$ cat config.mk
export PLATFORM = sky130hd
export DESIGN_NAME = remap_ctl_regs
export DESIGN_NICKNAME = d
export VERILOG_FILES = /design/src/rtl/remap_regs_pkg.sv /design/src/rtl/remap_op_timer.sv /design/src/rtl/remap_glob_ctl.sv /design/src/rtl/remap_ctl_regs.sv
export SDC_FILE = /design/constraint.sdc
export NUM_CORES = 1
export LEC_CHECK = 0
export BUFFER_PORTS_ARGS = -buffer_cell sky130_fd_sc_hd__buf_4
export CORE_AREA = 2 2 234 178
export CTS_BUF_LIST = sky130_fd_sc_hd__clkbuf_8
export DETAILED_ROUTE_END_ITERATION = 7
export DIE_AREA = 0 0 236 180
export PLACE_DENSITY_LB_ADDON = 0.1
export REMOVE_ABC_BUFFERS = 1
export SLEW_MARGIN = 20
export SYNTH_ARGS = -nofsm -noshare
export SYNTH_HDL_FRONTEND = slang
export SYNTH_SLANG_ARGS = --single-unit
$ cat constraint.sdc
create_clock -name clk -period 2.5 [get_ports clk]
set_input_delay 0.375 -clock clk [delete_from_list [all_inputs] [get_ports clk]]
set_output_delay 0.375 -clock clk [all_outputs]
set_load 0.02 [all_outputs]
$ cat src/rtl/remap_regs_pkg.sv
package remap_regs_pkg;
  // byte offsets of the fixed registers
  localparam int A_VER  = 'h00;
  localparam int A_CAP  = 'h08;
  localparam int A_ECAP = 'h10;
  localparam int A_GCMD = 'h18;
  localparam int A_GSTS = 'h20;
  localparam int A_RTA  = 'h28;
  localparam int A_CCMD = 'h30;

  // command / status bit positions
  localparam int B_TE   = 31;
  localparam int B_SRTP = 30;
  localparam int B_WBF  = 27;
  localparam int B_REQ  = 63;
  localparam int B_CGLB = 61;

  // timed operation slots
  localparam int OP_WBF = 0;
  localparam int OP_CTX = 1;
  localparam int OP_IOT = 2;
  localparam int N_OPS  = 3;

  // domain-id mask for a domain count code (16 * 4^code domains)
  function automatic logic [15:0] dom_mask(input logic [2:0] code);
    logic [31:0] n;
    if (code > 3'd6) return 16'hFFFF;
    n = (32'd16 << (2 * code)) - 32'd1;
    return n[15:0];
  endfunction

  // IOTLB register byte offset advertised by the extended capability
  function automatic int iotlb_off(input logic [63:0] ecap);
    return int'(ecap[17:8]) * 16 + 8;
  endfunction
endpackage

$ cat src/rtl/remap_op_timer.sv
module remap_op_timer #(
  parameter int LAT = 4
) (
  input  logic clk,
  input  logic rst_n,
  input  logic start,
  output logic pending,
  output logic done,
  output logic launch
);
  localparam int CW = (LAT < 2) ? 1 : $clog2(LAT);

  logic          busy_q, queued_q;
  logic [CW-1:0] cnt_q;

  assign done    = busy_q && (cnt_q == '0);
  assign launch  = (start && !busy_q) || (done && (queued_q || start));
  assign pending = busy_q | queued_q;

  always_ff @(posedge clk) begin
    if (!rst_n) begin
      busy_q   <= 1'b0;
      queued_q <= 1'b0;
      cnt_q    <= '0;
    end else if (launch) begin
      busy_q   <= 1'b1;
      cnt_q    <= CW'(LAT - 1);
      queued_q <= done && queued_q && start;
    end else if (done) begin
      busy_q <= 1'b0;
    end else if (busy_q) begin
      cnt_q <= cnt_q - 1'b1;
      if (start) queued_q <= 1'b1;
    end
  end

  p_queue_in_busy_r7: assert property (@(posedge clk) disable iff (!rst_n)
    queued_q |-> busy_q);
  p_cnt_range_r4: assert property (@(posedge clk) disable iff (!rst_n)
    busy_q |-> (int'(cnt_q) < LAT));
  p_start_taken_r7: assert property (@(posedge clk) disable iff (!rst_n)
    start |=> pending);
endmodule

$ cat src/rtl/remap_glob_ctl.sv
module remap_glob_ctl (
  input  logic        clk,
  input  logic        rst_n,
  input  logic        gcmd_wr,
  input  logic        cmd_te,
  input  logic        cmd_srtp,
  input  logic        rta_wr,
  input  logic [63:0] rta_wdata,
  output logic        te_q,
  output logic        rtps_q,
  output logic [63:0] rta_q,
  output logic [63:0] root_q
);
  always_ff @(posedge clk) begin
    if (!rst_n) begin
      te_q   <= 1'b0;
      rtps_q <= 1'b0;
      rta_q  <= '0;
      root_q <= '0;
    end else begin
      if (gcmd_wr) te_q <= cmd_te;
      if (gcmd_wr && cmd_srtp) begin
        root_q <= rta_q;
        rtps_q <= 1'b1;
      end else if (rta_wr) begin
        rtps_q <= 1'b0;
      end
      if (rta_wr) rta_q <= rta_wdata;
    end
  end

  p_te_follow_r2: assert property (@(posedge clk) disable iff (!rst_n)
    gcmd_wr |=> (te_q == $past(cmd_te)));
  p_root_latch_r3: assert property (@(posedge clk) disable iff (!rst_n)
    (gcmd_wr && cmd_srtp) |=> (rtps_q && root_q == $past(rta_q)));
  p_rtps_clear_r3: assert property (@(posedge clk) disable iff (!rst_n)
    (rta_wr && !gcmd_wr) |=> (!rtps_q && $stable(root_q)));
endmodule

$ cat src/rtl/remap_ctl_regs.sv
module remap_ctl_regs
  import remap_regs_pkg::*;
#(
  parameter int          ADDR_W   = 14,
  parameter int          OP_LAT   = 4,
  parameter logic [63:0] VER_VAL  = 64'h0000_0000_0000_0010,
  parameter logic [63:0] CAP_VAL  = 64'h0000_0000_0000_0412,
  parameter logic [63:0] ECAP_VAL = 64'h0000_0000_0000_0405
) (
  input  logic              clk,
  input  logic              rst_n,
  input  logic              reg_wr,
  input  logic [ADDR_W-1:0] reg_addr,
  input  logic [63:0]       reg_wdata,
  output logic [63:0]       reg_rdata,
  output logic              trans_en,
  output logic [63:0]       root_ptr,
  output logic              ctx_inv_pulse,
  output logic              ctx_inv_global,
  output logic              iotlb_inv_pulse,
  output logic [1:0]        iotlb_inv_gran,
  output logic [15:0]       iotlb_inv_did,
  output logic              iotlb_drain_rd,
  output logic              iotlb_drain_wr
);
  localparam logic [ADDR_W-1:0] AD_VER  = ADDR_W'(A_VER);
  localparam logic [ADDR_W-1:0] AD_CAP  = ADDR_W'(A_CAP);
  localparam logic [ADDR_W-1:0] AD_ECAP = ADDR_W'(A_ECAP);
  localparam logic [ADDR_W-1:0] AD_GCMD = ADDR_W'(A_GCMD);
  localparam logic [ADDR_W-1:0] AD_GSTS = ADDR_W'(A_GSTS);
  localparam logic [ADDR_W-1:0] AD_RTA  = ADDR_W'(A_RTA);
  localparam logic [ADDR_W-1:0] AD_CCMD = ADDR_W'(A_CCMD);
  localparam logic [ADDR_W-1:0] AD_IOT  = ADDR_W'(iotlb_off(ECAP_VAL));
  localparam logic [15:0]       DID_MASK = dom_mask(CAP_VAL[2:0]);

  // decoded write events, named for the checks
  logic wr_gcmd, wr_rta, wr_ccmd, wr_iot;
  assign wr_gcmd = reg_wr && (reg_addr == AD_GCMD);
  assign wr_rta  = reg_wr && (reg_addr == AD_RTA);
  assign wr_ccmd = reg_wr && (reg_addr == AD_CCMD);
  assign wr_iot  = reg_wr && (reg_addr == AD_IOT);

  logic        te_q, rtps_q;
  logic [63:0] rta_q;

  remap_glob_ctl u_glob (
    .clk       (clk),
    .rst_n     (rst_n),
    .gcmd_wr   (wr_gcmd),
    .cmd_te    (reg_wdata[B_TE]),
    .cmd_srtp  (reg_wdata[B_SRTP]),
    .rta_wr    (wr_rta),
    .rta_wdata (reg_wdata),
    .te_q      (te_q),
    .rtps_q    (rtps_q),
    .rta_q     (rta_q),
    .root_q    (root_ptr)
  );
  assign trans_en = te_q;

  // timed operations
  logic [N_OPS-1:0] op_start, op_pend, op_done, op_launch;
  assign op_start[OP_WBF] = wr_gcmd && reg_wdata[B_WBF];
  assign op_start[OP_CTX] = wr_ccmd && reg_wdata[B_REQ];
  assign op_start[OP_IOT] = wr_iot  && reg_wdata[B_REQ];

  for (genvar g = 0; g < N_OPS; g++) begin : g_op
    remap_op_timer #(.LAT(OP_LAT)) u_tmr (
      .clk     (clk),
      .rst_n   (rst_n),
      .start   (op_start[g]),
      .pending (op_pend[g]),
      .done    (op_done[g]),
      .launch  (op_launch[g])
    );
  end

  // stored invalidation words (request bit comes from the timers)
  logic [62:0] ccmd_q, iot_q;
  logic [62:0] ccmd_src, iot_src;
  assign ccmd_src = wr_ccmd ? reg_wdata[62:0] : ccmd_q;
  assign iot_src  = wr_iot  ? reg_wdata[62:0] : iot_q;

  logic        cglb_q, drd_q, dwr_q;
  logic [1:0]  gran_q;
  logic [15:0] did_q;

  always_ff @(posedge clk) begin
    if (!rst_n) begin
      ccmd_q <= '0;
      iot_q  <= '0;
      cglb_q <= 1'b0;
      gran_q <= '0;
      did_q  <= '0;
      drd_q  <= 1'b0;
      dwr_q  <= 1'b0;
    end else begin
      if (wr_ccmd) ccmd_q <= reg_wdata[62:0];
      if (wr_iot)  iot_q  <= reg_wdata[62:0];
      if (op_launch[OP_CTX]) cglb_q <= ccmd_src[B_CGLB];
      if (op_launch[OP_IOT]) begin
        gran_q <= iot_src[61:60];
        drd_q  <= iot_src[49];
        dwr_q  <= iot_src[48];
        did_q  <= iot_src[47:32] & DID_MASK;
      end
    end
  end

  assign ctx_inv_pulse   = op_done[OP_CTX];
  assign ctx_inv_global  = cglb_q;
  assign iotlb_inv_pulse = op_done[OP_IOT];
  assign iotlb_inv_gran  = gran_q;
  assign iotlb_inv_did   = did_q;
  assign iotlb_drain_rd  = drd_q;
  assign iotlb_drain_wr  = dwr_q;

  // read path
  logic [63:0] gsts;
  always_comb begin
    gsts         = '0;
    gsts[B_TE]   = te_q;
    gsts[B_SRTP] = rtps_q;
    gsts[B_WBF]  = op_pend[OP_WBF];
  end

  always_comb begin
    if      (reg_addr == AD_IOT)  reg_rdata = {op_pend[OP_IOT], iot_q};
    else if (reg_addr == AD_VER)  reg_rdata = VER_VAL;
    else if (reg_addr == AD_CAP)  reg_rdata = CAP_VAL;
    else if (reg_addr == AD_ECAP) reg_rdata = ECAP_VAL;
    else if (reg_addr == AD_GSTS) reg_rdata = gsts;
    else if (reg_addr == AD_RTA)  reg_rdata = rta_q;
    else if (reg_addr == AD_CCMD) reg_rdata = {op_pend[OP_CTX], ccmd_q};
    else                          reg_rdata = '0;
  end

  p_wbf_busy_r4: assert property (@(posedge clk) disable iff (!rst_n)
    op_start[OP_WBF] |=> op_pend[OP_WBF]);
  p_ctx_req_r5: assert property (@(posedge clk) disable iff (!rst_n)
    op_start[OP_CTX] |=> op_pend[OP_CTX]);
  p_iot_req_r6: assert property (@(posedge clk) disable iff (!rst_n)
    op_start[OP_IOT] |=> op_pend[OP_IOT]);
  p_did_range_r6: assert property (@(posedge clk) disable iff (!rst_n)
    iotlb_inv_pulse |-> ((iotlb_inv_did & ~DID_MASK) == 16'h0));
  p_pulse_pending_r5: assert property (@(posedge clk) disable iff (!rst_n)
    ctx_inv_pulse |-> op_pend[OP_CTX]);
endmodule

* Yosys cells after proc, flatten, opt, wreduce, memory -nomap -nowiden *
Cells that the tools add are included.

cells by class
  add/sub/neg operators = 3
  eq/ne operators = 10
  muxes and demuxes = 38
  bitwise logic cells = 3
  reduce and logical (&&, ||, !) cells = 52

operators with widths
  operator                                          number
  2-to-1 mux 64 bit                                 7
  2-to-1 mux 62 bit                                 2
  == test 14 x 6 -> 1 bit, second input constant    3
  == test 14 x 5 -> 1 bit, second input constant    2
  logical AND 1 bit                                 23
  2-to-1 mux 1 bit                                  20
  nonzero test 2 bit                                10
  2-to-1 mux 2 bit                                  9
  == test 14 x 4 -> 1 bit, second input constant    1
  == test 14 x 7 -> 1 bit, second input constant    1
  logical NOT 14 bit                                1
  AND reduction 3 bit                               3
  logical NOT 2 bit                                 3
  logical OR 1 bit                                  6
  inequality test 2 bit, second input constant      3
  AND reduction 2 bit                               3
  subtractor 2 x 1 -> 2 bit, second input constant  3
  logical NOT 1 bit                                 3
  bitwise OR 1 bit                                  3

word-level totals
  bits in registers = 281

* Logic depth before layout (Yosys ltp) *
  word-level depth = 8
  depth in mapped cells = 8

* Hierarchy *
From an unflattened synthesis, not the netlist that was laid out.

unflattened totals
  cell total of the unflattened synthesis = 1453
  area total of the unflattened synthesis = 12567.1 µm²

by module, submodules not included
  module          instances  cells an instance  area each (µm²)  seq. area each (µm²)
  remap_ctl_regs  1          880                6982.9           2782.7
  remap_glob_ctl  1          504                4972.3           2602.5
  remap_op_timer  3          23                 203.9            80.1

* Worst setup path before layout *
OpenSTA, ideal clock, no wires.

  kind = in2out
  start = input port reg_addr[9]
  end = output port reg_rdata[21]
  arrival time = 1.903 ns
  path slack = 0.222 ns
  cell stages on the path = 5
  cells stage by stage = nor4_4 nand3_2 nor2_2 clkbuf_1 a221o_1

on the way
  word-level cells in the longest chain between the ends = 8
  elaborated cells between the ends (all ways) = 14
  classes of those cells = eq/ne (6); mux (7); reduce/logical (1)

ends and longest elaborated chain
  item                     line                   source
  start: declaration       remap_ctl_regs.sv:13   input logic [ADDR_W-1:0] reg_addr,
  == test 14 x 6 -> 1 bit  remap_ctl_regs.sv:134  else if (reg_addr == AD_CCMD) reg_rdata = {op_pend[OP_CTX], ccmd_q};
  2-to-1 mux 64 bit        remap_ctl_regs.sv:134
  2-to-1 mux 64 bit        remap_ctl_regs.sv:133  else if (reg_addr == AD_RTA) reg_rdata = rta_q;
  2-to-1 mux 64 bit        remap_ctl_regs.sv:132  else if (reg_addr == AD_GSTS) reg_rdata = gsts;
  2-to-1 mux 64 bit        remap_ctl_regs.sv:131  else if (reg_addr == AD_ECAP) reg_rdata = ECAP_VAL;
  2-to-1 mux 64 bit        remap_ctl_regs.sv:130  else if (reg_addr == AD_CAP) reg_rdata = CAP_VAL;
  2-to-1 mux 64 bit        remap_ctl_regs.sv:129  else if (reg_addr == AD_VER) reg_rdata = VER_VAL;
  2-to-1 mux 64 bit (*)    remap_ctl_regs.sv:128  if (reg_addr == AD_IOT) reg_rdata = {op_pend[OP_IOT], iot_q};
  end: declaration         remap_ctl_regs.sv:15   output logic [63:0] reg_rdata,

Mark *: on every way between the ends. The rest lies on a longest branch, timed or not.

* Worst setup path in the final report *
  start = input port reg_addr[5]
  end = output port reg_rdata[19]

The elaborated chain is that of the path after synthesis.

==> results.py <==
metrics = {
    "worst_setup_path": {
        "cp-startpoint": "reg_addr[5]",
        "critPathArrivalTime_ns": 2.08,
        "path_cells": "buf_4 > nor4bb_1 > and4_4 > buf_12 > and2_1 > a221o_1 > buf_4",
        "path_buf_inv": 3,
        "path_max_fanout": 31,
        "critical_path_depth": 7,
        "worstSetupPathType": "input port to output pin",
        "timing.rr.start": "g_op[2].u_tmr.cnt_q[0]",
        "endpoint": "reg_rdata[19]",
        "critPathMostFrequentCell": "buf_4",
        "start_kind": "input port",
        "crit_slowest_cell": "nor4bb_1",
        "crit_required_ns": 2.12,
        "end_kind": "output pin",
        "slowest_delay_ns": 0.42,
        "r2r-end": "iotlb_inv_did[7]",
        "crit_family": "simple AND/OR/NAND/NOR gates",
        "rrSetupSlack_ns": 0.54,
        "rr_worst_depth": 6,
    },
    "detailed_routing": {
        "ant_nets": 0,
        "dr.pass1.iters": 5,
        "vias": 11600,
        "drc": 0,
        "wirelength_um": 46400,
        "wl_per_cell_um": 20.9,
        "drtIter0Drc": 844,
        "viasPerCell": 5.24,
    },
    "global_route": {
        "overflow": 0,
        "gr-usage-all-layers_pct": 20.9,
        "grt_pass1_wl_um": 69900,
        "grt_pass1_vias": 11500,
        "grt_antenna_before_repair": 1,
        "grt_max_degree": 88,
    },
    "finish": {
        "n_fill_cell": 4161,
        "seq_area_um2": 5630,
        "final_area_um2": 15400,
        "nNetsFinal": 1742,
        "syn2layout_area_growth_pct": 28.7,
        "drive_above_1_share_pct": 21.7,
        "multi_input_comb_area_um2": 5630,
    },
    "synth": {
        "synth.yosys.seq_area_share_pct": 47.0,
        "synth_area_um2": 12000,
        "synth-edff-count": 0,
        "yosysTopAreaCellShare_pct": 47.0,
        "ys_types": 53,
        "ys_ff_latch": 281,
        "synthArstFlopShare_pct": 0,
        "syn_area_per_cell_um2": 8.15,
        "ys_top_cells_by_area": "dfxtp_1, a21oi_1, nand2_1",
        "ys.warnings.count": 0,
        "synth_flop_cell": "dfxtp_1",
        "syn_inst": 1468,
        "synth_top_cell_by_area": "dfxtp_1",
    },
    "cts": {
        "clock-root-buffer": "clkbuf_8",
        "cts.htree.levels": 2,
        "clockBufferDepth": 3,
        "clkTransAtPathRegs_ns": 0.06,
        "clk_latency_ns": 0.59,
        "cts_made_buffers": 48,
        "clkSinkCount": 281,
        "tritoncts": "done",
    },
    "place": {
        "place_congestion": 0.784,
        "place_area_um2": 14300,
        "portBuffers": 224,
        "dpl.hpwl_um": 28200,
    },
    "die": {
        "die_y_um": 180,
        "die_x_um": 236,
        "initial_utilization_pct": 29.7,
        "core_area_um2": 40300,
        "dieArea_um2": 42500,
        "pin_count": 233,
        "fp-row-count": 64,
    },
    "timing": {
        "timing.hold.ws_ns": 0.0500,
        "period_share_pct": 98.1,
        "maxSlewViolCount": 0,
        "layout_min_cycle_time_ns": 2.45,
        "skew_ns": 0.0145,
        "tightest_slew_ns": 0.927,
        "finalHoldViolations": 0,
        "setup_viol": 0,
        "maxSlewHeadroom_pct": 38.2,
        "max_freq_mhz": 408,
    },
    "power": {
        "powerDensity_nw_per_um2": 584,
        "power_mw": 9.00,
        "vdd_drop_max_mv": 0.280,
        "leakagePower_nw": 5.72,
    },
    "run_status": {
        "status": "finished clean",
    },
    "job": {
        "cap_violations": 0,
    },
    "worst_hold_path": {
        "holdCritPathClass": "input port to flip-flop",
    },
}
[cells in the final DEF, fill, tap and decap left out, types with 4 or more instances in the layout]
cell type,synthesis,routed
conb_1,1,8
nand2b_1,4,4
clkbuf_8,0,60
buf_12,0,18
o21ai_0,134,134
dlygate4sd3_1,0,4
a221o_1,59,59
inv_1,14,32
nand2_1,237,237
and3_1,5,5
nand3_1,68,68
buf_6,3,5
mux2i_1,13,13
o21a_1,5,5
a221oi_1,13,13
nor2_1,34,34
nor3_1,7,6
buf_4,16,257
dfxtp_1,281,281
a21oi_1,250,250
nand4_1,68,68
and2_1,55,55
nor4b_1,4,4
[through the flow]
step           utilization [%]  instances  setup slack [ns]  setup TNS (ns)
2_1_floorplan                -       1319             -4.03         -800.93
3_3_place_gp              35.5       2125            0.0371               0
3_5_place_dp              35.5       2125          -0.00624         -0.0108
4_1_cts                   37.9       2211            0.0404               0
5_1_grt                   38.2       2219          -0.00465        -0.00623
6_report                  38.2       2219            0.0475               0
[how the worst min path moves through the flow]
stage                     cells past startpoint    endpoint           from  slack [ns]
after detailed placement                      2   iot_q[28]      iot_q[28]        0.44
after global placement                        2    iot_q[1]       iot_q[1]        0.44
after floorplan                               2  ccmd_q[10]     ccmd_q[10]        0.43
final                                         3  ccmd_q[37]  reg_wdata[37]        0.05
after CTS                                     3  ccmd_q[33]  reg_wdata[33]      0.0002
after global routing                          3   ccmd_q[2]   reg_wdata[2]        0.02
[where the power goes]
part / internal [mW] / total, mW / switching [mW]
Sequential: 4.48 / 4.48 / 0.0000623
Clock: 2.14 / 4.08 / 1.95
Combinational: 0.141 / 0.434 / 0.293
Total: 6.76 / 9.00 / 2.24
[metal layers]
layer | vias to the layer above | global-route usage (%) | part of all wire, %
li1 | 5615 | - | -
met5 | - | 0 | 0
met4 | 0 | 5.48 | 1.9
met2 | 326 | 33.7 | 45
met3 | 67 | 4.85 | 6.3
met1 | 5619 | 28.1 | 46
[logic make-up (layout without fill, tap and decap cells)]
logic type | after synthesis | count (layout) | share of synthesized area (%)
compound gates | 485 | 485 | 24.0
buf+inv | 171 | 386 | 6.44
simple gates | 513 | 513 | 21.1
mux | 13 | 13 | 1.09
other cells | 1 | 9 | 0.0314
xor+xnor | 1 | 1 | 0.0732
flops | 281 | 281 | 47.0
fa+ha+maj | 3 | 3 | 0.314
[Yosys cell counts, drive strengths merged, types with 2 or more instances]
cell type and count:
nor4b 4, o311a 2, and3b 3, mux2i 13
nor2b 2, nand2 237, and4 4, a221oi 13
a22o 2, o21ai 134, a31oi 2, ha 3
nand2b 4, clkbuf 100, and3 5, nor2 35
nor4 5, or2 3, a21boi 3, a32o 3
dfxtp 281, a21oi 250, nor3 7, a22oi 2
o21a 5, inv 14, and2 58, or3 3
nand4 68, a211oi 2, a2bb2oi 3, a221o 59
nor4bb 2, nand3 69, buf 56
[timing repair]
action,in CTS,in global routing
setup endpoints to repair,13,47
pin swaps,0,7
endpoints found under the hold margin,4,0
resized for setup,2,9
hold buffers,4,0
gates cloned,0,4
setup buffers,0,3
[flip-flops by register name (all words and copies together) (netlist names)]
register and flops:
ccmd_q 63, ctx_inv_global 1, g_op.u_tmr.busy_q 3, g_op.u_tmr.cnt_q 6, g_op.u_tmr.queued_q 3, iot_q 63, iotlb_drain_rd 1, iotlb_drain_wr 1
iotlb_inv_did 8, iotlb_inv_gran 2, u_glob.root_q 64, u_glob.rta_q 64, u_glob.rtps_q 1, u_glob.te_q 1
[final cells by class]
class / instances / area share [%]
well taps: 528 / 4.29
multi-input cells: 1023 / 36.6
inverters: 15 / 0.415
flip-flops and latches: 281 / 36.5
diodes: 1 / 0.0163
clock buffers: 60 / 5.36
clock inverters: 22 / 0.577
repair buffers: 289 / 16.2
[tightest hold or removal path, stage by stage]
cell and delay (ns):
buf_4 0.12, nand2_1 0.05, a21oi_1 0.05
Power figures use the tool's default switching activity.
